[src/rtl/fmc_pkg.sv]
package fmc_pkg;
  localparam int DW = 8;

  localparam logic [4:0] MODE_READ = 5'b00001;
  localparam logic [4:0] MODE_PROG = 5'b00100;
  localparam logic [4:0] MODE_SECT = 5'b01000;
  localparam logic [4:0] MODE_MASS = 5'b10000;

  typedef enum logic [1:0] {
    OP_NONE = 2'd0,
    OP_PROG = 2'd1,
    OP_SECT = 2'd2,
    OP_MASS = 2'd3
  } op_e;

  function automatic logic mode_ok(input logic [4:0] m);
    return (m == MODE_READ) || (m == MODE_PROG) ||
           (m == MODE_SECT) || (m == MODE_MASS);
  endfunction
endpackage

[src/rtl/fmc_cfg_reg.sv]
module fmc_cfg_reg
  import fmc_pkg::*;
#(
  parameter int RA_W = 8,
  parameter logic [RA_W-1:0] CFG_ADDR = 8'h96
) (
  input  logic            clk,
  input  logic            rst_n,
  input  logic            reg_wr,
  input  logic [RA_W-1:0] reg_addr,
  input  logic [DW-1:0]   reg_wdata,
  input  logic            secure,
  output logic [DW-1:0]   reg_rdata,
  output logic            map_sel,
  output logic [4:0]      mode
);
  logic       hit;
  logic       map_d, map_q;
  logic [4:0] mode_d, mode_q;

  assign hit = (reg_addr == CFG_ADDR);

  always_comb begin
    map_d  = map_q;
    mode_d = mode_q;
    if (reg_wr && hit) begin
      map_d = reg_wdata[5];
      if (mode_ok(reg_wdata[4:0])) mode_d = reg_wdata[4:0];
    end
  end

  always_ff @(posedge clk or negedge rst_n) begin
    if (!rst_n) begin
      map_q  <= 1'b0;
      mode_q <= MODE_READ;
    end else begin
      map_q  <= map_d;
      mode_q <= mode_d;
    end
  end

  assign reg_rdata = hit ? {secure, 1'b0, map_q, mode_q} : '0;
  assign map_sel   = map_q;
  assign mode      = mode_q;
endmodule

[src/rtl/fmc_steer.sv]
module fmc_steer #(
  parameter int ADDR_W     = 16,
  parameter int INFO_BYTES = 128
) (
  input  logic              map_sel,
  input  logic [ADDR_W-1:0] addr_in,
  output logic [ADDR_W-1:0] addr_out,
  output logic              info_sel
);
  localparam int IW = $clog2(INFO_BYTES);
  localparam logic [ADDR_W-1:0] INFO_BASE = ADDR_W'((2 ** ADDR_W) - INFO_BYTES);

  assign info_sel = map_sel && (addr_in >= INFO_BASE);
  assign addr_out = info_sel ? ADDR_W'(addr_in[IW-1:0]) : addr_in;
endmodule

[src/rtl/fmc_rd_wait.sv]
module fmc_rd_wait #(
  parameter int WAIT_STATES = 2
) (
  input  logic clk,
  input  logic rst_n,
  input  logic rd,
  input  logic prog,
  output logic ready
);
  generate
    if (WAIT_STATES == 0) begin : g_nowait
      assign ready = 1'b1;
    end else begin : g_wait
      localparam int CNT_W = $clog2(WAIT_STATES + 1);
      localparam logic [CNT_W-1:0] WAIT_C = CNT_W'(WAIT_STATES);
      logic [CNT_W-1:0] cnt_d, cnt_q;
      logic             done;

      assign done = (cnt_q == WAIT_C);

      always_comb begin
        cnt_d = cnt_q;
        if (!rd || !prog || done) cnt_d = '0;
        else                      cnt_d = cnt_q + 1'b1;
      end

      always_ff @(posedge clk or negedge rst_n) begin
        if (!rst_n) cnt_q <= '0;
        else        cnt_q <= cnt_d;
      end

      assign ready = !prog || done;
    end
  endgenerate
endmodule

[src/rtl/fmc_cmd_gen.sv]
module fmc_cmd_gen
  import fmc_pkg::*;
#(
  parameter int ADDR_W       = 16,
  parameter int SECTOR_BYTES = 512
) (
  input  logic              clk,
  input  logic              rst_n,
  input  logic              en,
  input  logic              we,
  input  logic [ADDR_W-1:0] cpu_addr,
  input  logic [ADDR_W-1:0] steer_addr,
  input  logic              steer_info,
  input  logic [DW-1:0]     wdata,
  input  logic [4:0]        mode,
  input  logic              secure,
  output logic              cmd_valid,
  output logic [1:0]        cmd_op,
  output logic [ADDR_W-1:0] cmd_addr,
  output logic              cmd_info,
  output logic [DW-1:0]     cmd_data,
  output logic              viol
);
  localparam int SB = $clog2(SECTOR_BYTES);

  op_e               op_sel;
  logic              blocked, issue;
  logic              valid_q, viol_d, viol_q, info_d, info_q;
  logic [1:0]        op_q;
  logic [ADDR_W-1:0] addr_d, addr_q;
  logic [DW-1:0]     data_q;

  always_comb begin
    case (mode)
      MODE_PROG: op_sel = OP_PROG;
      MODE_SECT: op_sel = OP_SECT;
      MODE_MASS: op_sel = OP_MASS;
      default:   op_sel = OP_NONE;
    endcase
    blocked = secure && ((op_sel == OP_PROG) || (op_sel == OP_SECT));
    issue   = en && we && (op_sel != OP_NONE) && !blocked;
    viol_d  = viol_q || (en && we && blocked);
    info_d  = 1'b0;
    addr_d  = '0;
    if (op_sel == OP_PROG) begin
      addr_d = steer_addr;
      info_d = steer_info;
    end else if (op_sel == OP_SECT) begin
      addr_d = {cpu_addr[ADDR_W-1:SB], {SB{1'b0}}};
    end
  end

  always_ff @(posedge clk or negedge rst_n) begin
    if (!rst_n) begin
      valid_q <= 1'b0;
      viol_q  <= 1'b0;
      op_q    <= OP_NONE;
      addr_q  <= '0;
      info_q  <= 1'b0;
      data_q  <= '0;
    end else begin
      valid_q <= issue;
      viol_q  <= viol_d;
      if (issue) begin
        op_q   <= op_sel;
        addr_q <= addr_d;
        info_q <= info_d;
        data_q <= wdata;
      end
    end
  end

  assign cmd_valid = valid_q;
  assign cmd_op    = op_q;
  assign cmd_addr  = addr_q;
  assign cmd_info  = info_q;
  assign cmd_data  = data_q;
  assign viol      = viol_q;
endmodule

[src/rtl/flash_mode_ctrl.sv]
module flash_mode_ctrl
  import fmc_pkg::*;
#(
  parameter int ADDR_W       = 16,
  parameter int RA_W         = 8,
  parameter logic [RA_W-1:0] CFG_ADDR = 8'h96,
  parameter int INFO_BYTES   = 128,
  parameter int SECTOR_BYTES = 512,
  parameter int WAIT_STATES  = 2,
  parameter logic [7:0] SIG_BYTE = 8'h55
) (
  input  logic              clk,
  input  logic              rst_n,
  input  logic              reg_wr,
  input  logic [RA_W-1:0]   reg_addr,
  input  logic [7:0]        reg_wdata,
  output logic [7:0]        reg_rdata,
  input  logic              cpu_rd,
  input  logic              cpu_we,
  input  logic [ADDR_W-1:0] cpu_addr,
  input  logic [7:0]        cpu_wdata,
  output logic [7:0]        cpu_rdata,
  output logic              cpu_ready,
  input  logic              dbg_rd,
  input  logic [ADDR_W-1:0] dbg_addr,
  output logic [7:0]        dbg_rdata,
  output logic              dbg_err,
  output logic [ADDR_W-1:0] arr_rd_addr,
  output logic              arr_rd_info,
  input  logic [7:0]        arr_rd_data,
  output logic [ADDR_W-1:0] arr_dbg_addr,
  output logic              arr_dbg_info,
  input  logic [7:0]        arr_dbg_data,
  output logic              arr_cmd_valid,
  output logic [1:0]        arr_cmd_op,
  output logic [ADDR_W-1:0] arr_cmd_addr,
  output logic              arr_cmd_info,
  output logic [7:0]        arr_cmd_data,
  input  logic              arr_done,
  output logic              viol_sticky
);
  localparam logic [ADDR_W-1:0] SIG_LOC = ADDR_W'(INFO_BYTES - 1);

  logic              rst_meta, rst_sync_n;
  logic              boot_done_d, boot_done_q;
  logic              secure_d, secure_q;
  logic              mass_pend_d, mass_pend_q;
  logic              dbg_err_d, dbg_err_q;
  logic [7:0]        dbg_data_d, dbg_data_q;
  logic              map_sel;
  logic [4:0]        mode_w;
  logic [ADDR_W-1:0] cpu_steer_addr;
  logic              cpu_steer_info;
  logic              wait_ready;

  // asynchronous assert, synchronous release
  always_ff @(posedge clk or negedge rst_n) begin
    if (!rst_n) begin
      rst_meta   <= 1'b0;
      rst_sync_n <= 1'b0;
    end else begin
      rst_meta   <= 1'b1;
      rst_sync_n <= rst_meta;
    end
  end

  fmc_cfg_reg #(.RA_W(RA_W), .CFG_ADDR(CFG_ADDR)) u_cfg (
    .clk(clk), .rst_n(rst_sync_n), .reg_wr(reg_wr), .reg_addr(reg_addr),
    .reg_wdata(reg_wdata), .secure(secure_q), .reg_rdata(reg_rdata),
    .map_sel(map_sel), .mode(mode_w)
  );

  fmc_steer #(.ADDR_W(ADDR_W), .INFO_BYTES(INFO_BYTES)) u_steer_cpu (
    .map_sel(map_sel), .addr_in(cpu_addr),
    .addr_out(cpu_steer_addr), .info_sel(cpu_steer_info)
  );

  fmc_steer #(.ADDR_W(ADDR_W), .INFO_BYTES(INFO_BYTES)) u_steer_dbg (
    .map_sel(map_sel), .addr_in(dbg_addr),
    .addr_out(arr_dbg_addr), .info_sel(arr_dbg_info)
  );

  fmc_rd_wait #(.WAIT_STATES(WAIT_STATES)) u_wait (
    .clk(clk), .rst_n(rst_sync_n), .rd(cpu_rd),
    .prog(mode_w == MODE_PROG), .ready(wait_ready)
  );

  fmc_cmd_gen #(.ADDR_W(ADDR_W), .SECTOR_BYTES(SECTOR_BYTES)) u_cmd (
    .clk(clk), .rst_n(rst_sync_n), .en(boot_done_q), .we(cpu_we),
    .cpu_addr(cpu_addr), .steer_addr(cpu_steer_addr),
    .steer_info(cpu_steer_info), .wdata(cpu_wdata), .mode(mode_w),
    .secure(secure_q), .cmd_valid(arr_cmd_valid), .cmd_op(arr_cmd_op),
    .cmd_addr(arr_cmd_addr), .cmd_info(arr_cmd_info),
    .cmd_data(arr_cmd_data), .viol(viol_sticky)
  );

  // boot cycle borrows the read port to fetch the signature byte
  assign arr_rd_addr = boot_done_q ? cpu_steer_addr : SIG_LOC;
  assign arr_rd_info = boot_done_q ? cpu_steer_info : 1'b1;
  assign cpu_rdata   = arr_rd_data;
  assign cpu_ready   = boot_done_q && wait_ready;

  always_comb begin
    boot_done_d = 1'b1;
    secure_d    = secure_q;
    mass_pend_d = mass_pend_q;
    if (!boot_done_q) begin
      secure_d = (arr_rd_data == SIG_BYTE);
    end else if (arr_done && mass_pend_q) begin
      secure_d = 1'b0;
    end
    if (arr_cmd_valid && (arr_cmd_op == OP_MASS)) mass_pend_d = 1'b1;
    else if (arr_done)                            mass_pend_d = 1'b0;
    dbg_err_d  = dbg_rd && (secure_q || !boot_done_q);
    dbg_data_d = dbg_err_d ? 8'h00 : arr_dbg_data;
  end

  always_ff @(posedge clk or negedge rst_sync_n) begin
    if (!rst_sync_n) begin
      boot_done_q <= 1'b0;
      secure_q    <= 1'b0;
      mass_pend_q <= 1'b0;
      dbg_err_q   <= 1'b0;
      dbg_data_q  <= '0;
    end else begin
      boot_done_q <= boot_done_d;
      secure_q    <= secure_d;
      mass_pend_q <= mass_pend_d;
      dbg_err_q   <= dbg_err_d;
      if (dbg_rd) dbg_data_q <= dbg_data_d;
    end
  end

  assign dbg_rdata = dbg_data_q;
  assign dbg_err   = dbg_err_q;
endmodule

[config.mk]
export PLATFORM = sky130hd
export DESIGN_NAME = flash_mode_ctrl
export DESIGN_NICKNAME = d
export VERILOG_FILES = /design/src/rtl/fmc_pkg.sv /design/src/rtl/fmc_cfg_reg.sv /design/src/rtl/fmc_steer.sv /design/src/rtl/fmc_rd_wait.sv /design/src/rtl/fmc_cmd_gen.sv /design/src/rtl/flash_mode_ctrl.sv
export SDC_FILE = /design/constraint.sdc
export NUM_CORES = 1
export LEC_CHECK = 0
export BUFFER_PORTS_ARGS = -buffer_cell sky130_fd_sc_hd__buf_2
export CORE_MARGIN = 3
export CORE_UTILIZATION = 42
export CTS_CLUSTER_SIZE = 20
export DETAILED_ROUTE_END_ITERATION = 8
export GPL_TIMING_DRIVEN = 0
export HOLD_SLACK_MARGIN = 0.05
export MAX_ROUTING_LAYER = met4
export PLACE_DENSITY = 0.81
export RECOVER_POWER = 25
export SYNTH_ARGS = -nofsm -noshare
export SYNTH_HDL_FRONTEND = slang
export SYNTH_SLANG_ARGS = --single-unit
[constraint.sdc]
create_clock -name clk -period 2.8 [get_ports clk]
set_clock_uncertainty 0.15 [all_clocks]
set_input_delay 0.84 -clock clk [delete_from_list [all_inputs] [get_ports clk]]
set_output_delay 0.84 -clock clk [all_outputs]
set_load 0.03 [all_outputs]
# Yosys cells after proc, flatten, opt, wreduce, memory -nomap -nowiden
# Cells that the tools add are included.
dict set report totals {
  regBits 51
  in_bits 79
  output_inout_bits 89
}
dict set report classes {
  n_addsub 1
  n_lt_le_gt_ge 2
  eq_ne 14
  mux 15
  n_reduce_logical 28
}
# op n
set op_table {}
lappend op_table {{$mux 16} 5}
lappend op_table {{$ge 16x16->1 const B} 2}
lappend op_table {{$mux 8} 2}
lappend op_table {{$logic_and 1x1->1} 12}
lappend op_table {{$eq 5x3->1 const B} 2}
lappend op_table {{$eq 5x4->1 const B} 2}
lappend op_table {{$eq 5x5->1 const B} 2}
lappend op_table {{$logic_or 1x1->1} 9}
lappend op_table {{$eq 8x7->1 const B} 1}
lappend op_table {{$eq 8x8->1 const B} 1}
lappend op_table {{$eq 2x2->1 const B} 3}
lappend op_table {{$mux 1} 6}
lappend op_table {{$pmux 2 s3} 1}
lappend op_table {{$eq 5x1->1 const B} 1}
lappend op_table {{$logic_not 1->1} 4}
lappend op_table {{$reduce_bool 2->1} 2}
lappend op_table {{$add 2x1->2 const B} 1}
lappend op_table {{$eq 2x1->1 const B} 1}
lappend op_table {{$mux 2} 1}
lappend op_table {{$ne 2x1->1 const B} 1}
lappend op_table {{$reduce_and 2->1} 1}

# Depth between registers and ports, before layout
dict set report logic_depth {
  depth_word 7
  mapped_depth 11
}

# By module
# Synthesis repeated with hierarchy kept, for this count alone.
dict set report hier_totals {
  hier_cells 290
  hier_area_um2 2979.1
}
# module instances cells_each area_per_inst_um2 seq_area_each_um2
set by_module_without_submodules {}
lappend by_module_without_submodules {fmc_cmd_gen 1 103 1350.0 725.7}
lappend by_module_without_submodules {flash_mode_ctrl 1 83 768.2 350.3}
lappend by_module_without_submodules {fmc_steer 2 32 200.2 0.0}
lappend by_module_without_submodules {fmc_cfg_reg 1 33 362.8 151.4}
lappend by_module_without_submodules {fmc_rd_wait 1 7 97.6 50.0}

# Worst setup path after synthesis
# Ideal clock, no wire load.
dict set report synth_timing {
  path_type {input port to output port}
  from {input port dbg_addr[8]}
  to {output port arr_dbg_addr[10]}
  arrival_time_ps 2466
  slack_ps -656
  stages 3
  n_path_buf 0
  path_cell_list {nand4_1 -> nor3_1 -> nor2b_1}
}
dict set report synth_between {
  elab_chain_len 3
}
# item line
set synth_rtl {}
lappend synth_rtl {{start: declaration} flash_mode_ctrl.sv:25} ;# input logic [ADDR_W-1:0] dbg_addr,
lappend synth_rtl {{$ge 16x16->1} fmc_steer.sv:13} ;# assign info_sel = map_sel && (addr_in >= INFO_BASE);
lappend synth_rtl {{$logic_and 1x1->1} fmc_steer.sv:13}
lappend synth_rtl {{via arr_dbg_info} flash_mode_ctrl.sv:32} ;# output logic arr_dbg_info,
lappend synth_rtl {{$mux 16} fmc_steer.sv:14} ;# assign addr_out = info_sel ? ADDR_W'(addr_in[IW-1:0]) : addr_in;
lappend synth_rtl {{end: declaration} flash_mode_ctrl.sv:31} ;# output logic [ADDR_W-1:0] arr_dbg_addr,
# The timed path passes the listed nets, and every way through them passes these cells.

# Worst setup path after layout
dict set report layout_timing {
  from {input port cpu_addr[9]}
  to {output port arr_rd_addr[14]}
}
dict set report layout_between {
  elab_chain_len 4
}
# item line
set layout_rtl {}
lappend layout_rtl {{start: declaration} flash_mode_ctrl.sv:20} ;# input logic [ADDR_W-1:0] cpu_addr,
lappend layout_rtl {{$ge 16x16->1} fmc_steer.sv:13}
lappend layout_rtl {{$logic_and 1x1->1} fmc_steer.sv:13}
lappend layout_rtl {{$mux 16} fmc_steer.sv:14}
lappend layout_rtl {{$mux 16} flash_mode_ctrl.sv:98} ;# assign arr_rd_addr = boot_done_q ? cpu_steer_addr : SIG_LOC;
lappend layout_rtl {{end: declaration} flash_mode_ctrl.sv:28} ;# output logic [ADDR_W-1:0] arr_rd_addr,
# No other way between the ends.

==> impl_metrics.toml <==
[status]
outcome = "finished, violations left"
violations = "setup timing"

[worst_setup_path]
cp_data_required_time_ps = 1810
endpoint_kind = "output pin"
critPathLaunchType = "input pin"
crit_chain = "buf_6, nand4_1, or3_4, buf_6, and3_4, buf_6"
slowest_delay_ps = 440
path_depth = 6
worst_r2r_path_depth = 8
cp_slowest_cell = "or3_4"
startpoint = "cpu_addr[9]"
criticalPathCategory = "input pin to output pin"
path_common_cell = "buf_6"
cp_top_family = "simple AND/OR/NAND/NOR gates"
cp_max_fo = 4
crit_arrival_ps = 1900
r2r_end = "u_cmd.cmd_addr[15]$_DFFE_PN0P_"
r2r_slack_ps = 120
cp_num_buf_inv = 3
crit_end = "arr_rd_addr[14]"
reg2reg_from = "u_cfg.mode[4]$_DFFE_PN0P_"

[routing]
vias = 2561
ant_nets = 0
totalWireLength_mm = 7.06
routedWlPerCell_um = 13.5
drt_first_pass_iters = 4
drtIter0Drc = 56
vias_per_cell = 4.91
drc = 0

[sta]
worst_pin_slew_ps = 1380
hold_viol = 0
drv_slew = 0
setup_violations = 9
final.setup.worst_slack_ps = -86.5
layout_min_cycle_time_ps = 2890
fmax_mhz = 346
relSlewSlack = 0.0782
fin_setup_tns_ps = -722
rsz0062_at_grt = "true"
timing.hold.ws_ps = 152
finalCritPeriodShare = 1.03

[synth]
async_flop_share = 1.00
ys_seq_elements = 51
synth.distinct_cells = 37
synth_flop_cell = "dfrtp_1"
ys_seq_area_frac = 0.509
yosysWarnings = 0
netlist_instances = 270
syn-cell-area_um2 = 2510
synth.avg_cell_area_um2 = 9.30
synth_edf_count = 0

[layout]
final_cell_area_um2 = 3800
fill_cells = 470
multi_input_area_um2 = 1080
final_layout_size_suffix_gt1_frac = 0.484
stdcell_count = 522
regArea_um2 = 1280
nets = 532
diodes = 0
layout_common_cells = "buf_2, nand2_1, dfrtp_1"
layout_commonest_cell = "buf_2"
syn_to_final_growth_pct = 51.6
postLayoutCoreUtil = 0.674

[placed_design]
port_buffers = 156
pre_cts_slack_ps = -244
place_congestion = 0.777
dp_hpwl_mm = 5.36
dp_cells = 500
place_area_um2 = 3420

[clock_tree]
cts_tree = "built"
cts-root-buf = "clkbuf_8"
cts_max_level = 2
clk_latency_ps = 300
hold_buffers = 0
cts_buffers = 5
ctsLongestPathBuffers = 2
cts.clk_slew.worst_paths_ps = 90
clock_sinks = 51

[power]
vdd_drop_max_uv = 211
p_per_area_nw_per_um2 = 434
p_leak_nw = 2.11
power_mw = 1.65

[die]
row_count = 27
start_util = 0.445
die-area_um2 = 6940
die_x_um = 83.3
dieHeight_um = 83.3
core_um2 = 5640
ios = 168

[flow_run]
maxCapViolCount = 0

[global_routing]
antenna_found_initial = 0
globalRouteOverflowTotal = 0
grt_pass1_wl_mm = 11.5
grt_max_degree = 32
track_usage = 0.206
grt_pass1_vias = 2553

[worst_hold_path]
worstHoldPathType = "flip-flop to async pin"
-- routing by layer --
layer  vias to the layer above  wire length, µm  track usage  share of wire
met3                        11              564       0.0526          0.080
met5                         -                0            -              0
li1                       1242                -            -              -
met4                         0              107       0.0520          0.015
met1                      1182             2810        0.241           0.40
met2                       126             3580        0.355           0.51
-- where the power goes --
| part | switching [mW] | internal [mW] | total (mW) |
|---|---|---|---|
| clock | 0.241 | 0.174 | 0.415 |
| sequential | 0.0297 | 0.777 | 0.806 |
| combinational | 0.265 | 0.166 | 0.431 |
-- kinds of logic after synthesis --
family                     after synthesis  share of synthesized area
and+or+nand+nor                        133                      0.266
other                                    2                    0.00299
xor gates and xnor gates                 3                     0.0105
DFF                                     51                      0.509
AOI/OAI and AO/OA                       31                     0.0932
adders and majority gates                4                     0.0199
buffers and inverters                   45                     0.0937
muxes                                    1                    0.00449
-- state kept, by name, indices dropped and copies added (netlist names), 2 cells and up --
register	count
u_cfg.mode	5
u_cmd.cmd_op	2
u_cmd.cmd_data	8
dbg_rdata	8
u_wait.g_wait.cnt_q	2
u_cmd.cmd_addr	16
-- synthesized netlist by cell type, types with 2 or more instances --
library cell / number / area, µm²
ha_1: 4 / 50.1
dfrtp_1: 50 / 1250
nor4bb_1: 2 / 20.0
o22ai_1: 9 / 56.3
buf_2: 2 / 10.0
nor2b_1: 9 / 56.3
xor2_1: 2 / 17.5
o21ai_0: 6 / 30.0
conb_1: 2 / 7.51
nand3_1: 10 / 50.1
inv_1: 16 / 60.1
nand2_1: 62 / 233
clkbuf_1: 8 / 30.0
nand4_1: 5 / 31.3
nor3_1: 4 / 20.0
nand2b_1: 8 / 50.1
nand4bb_1: 2 / 22.5
or3_1: 2 / 12.5
buf_4: 17 / 128
and3_1: 10 / 62.6
and2_1: 9 / 56.3
nor2_1: 7 / 26.3
a22o_1: 10 / 87.6
-- repair_timing --
action | 4_1_cts | 5_1_grt
endpoints found under the hold margin | 0 | 0
pin swaps | 12 | 5
gates resized for setup | 40 | 16
setup buffers | 6 | 9
gates cloned | 0 | 1
setup endpoints to repair | 16 | 38
-- layout make-up --
type                       instances  share of cell area
buffer                            26              0.0437
multi-input combinational        176               0.284
sequential                        51               0.336
clock inverter                     3             0.00526
clock buffer                       5              0.0181
timing repair buffer             172               0.272
tap                               72              0.0237
inverter                          17              0.0178
-- worst min path at each step --
stage          cells past startpoint                              to  slack (ps)
2_1_floorplan                      0            rst_sync_n$_DFF_PN0_         180
3_3_place_gp                       0            rst_sync_n$_DFF_PN0_         190
3_5_place_dp                       0  u_cmd.cmd_addr[12]$_DFFE_PN0P_          70
4_1_cts                            0  u_cmd.cmd_addr[12]$_DFFE_PN0P_          80
5_1_grt                            1            rst_sync_n$_DFF_PN0_         150
6_report                           0  u_cmd.cmd_addr[12]$_DFFE_PN0P_         150
Note: power is estimated with default switching activity, not from simulation.
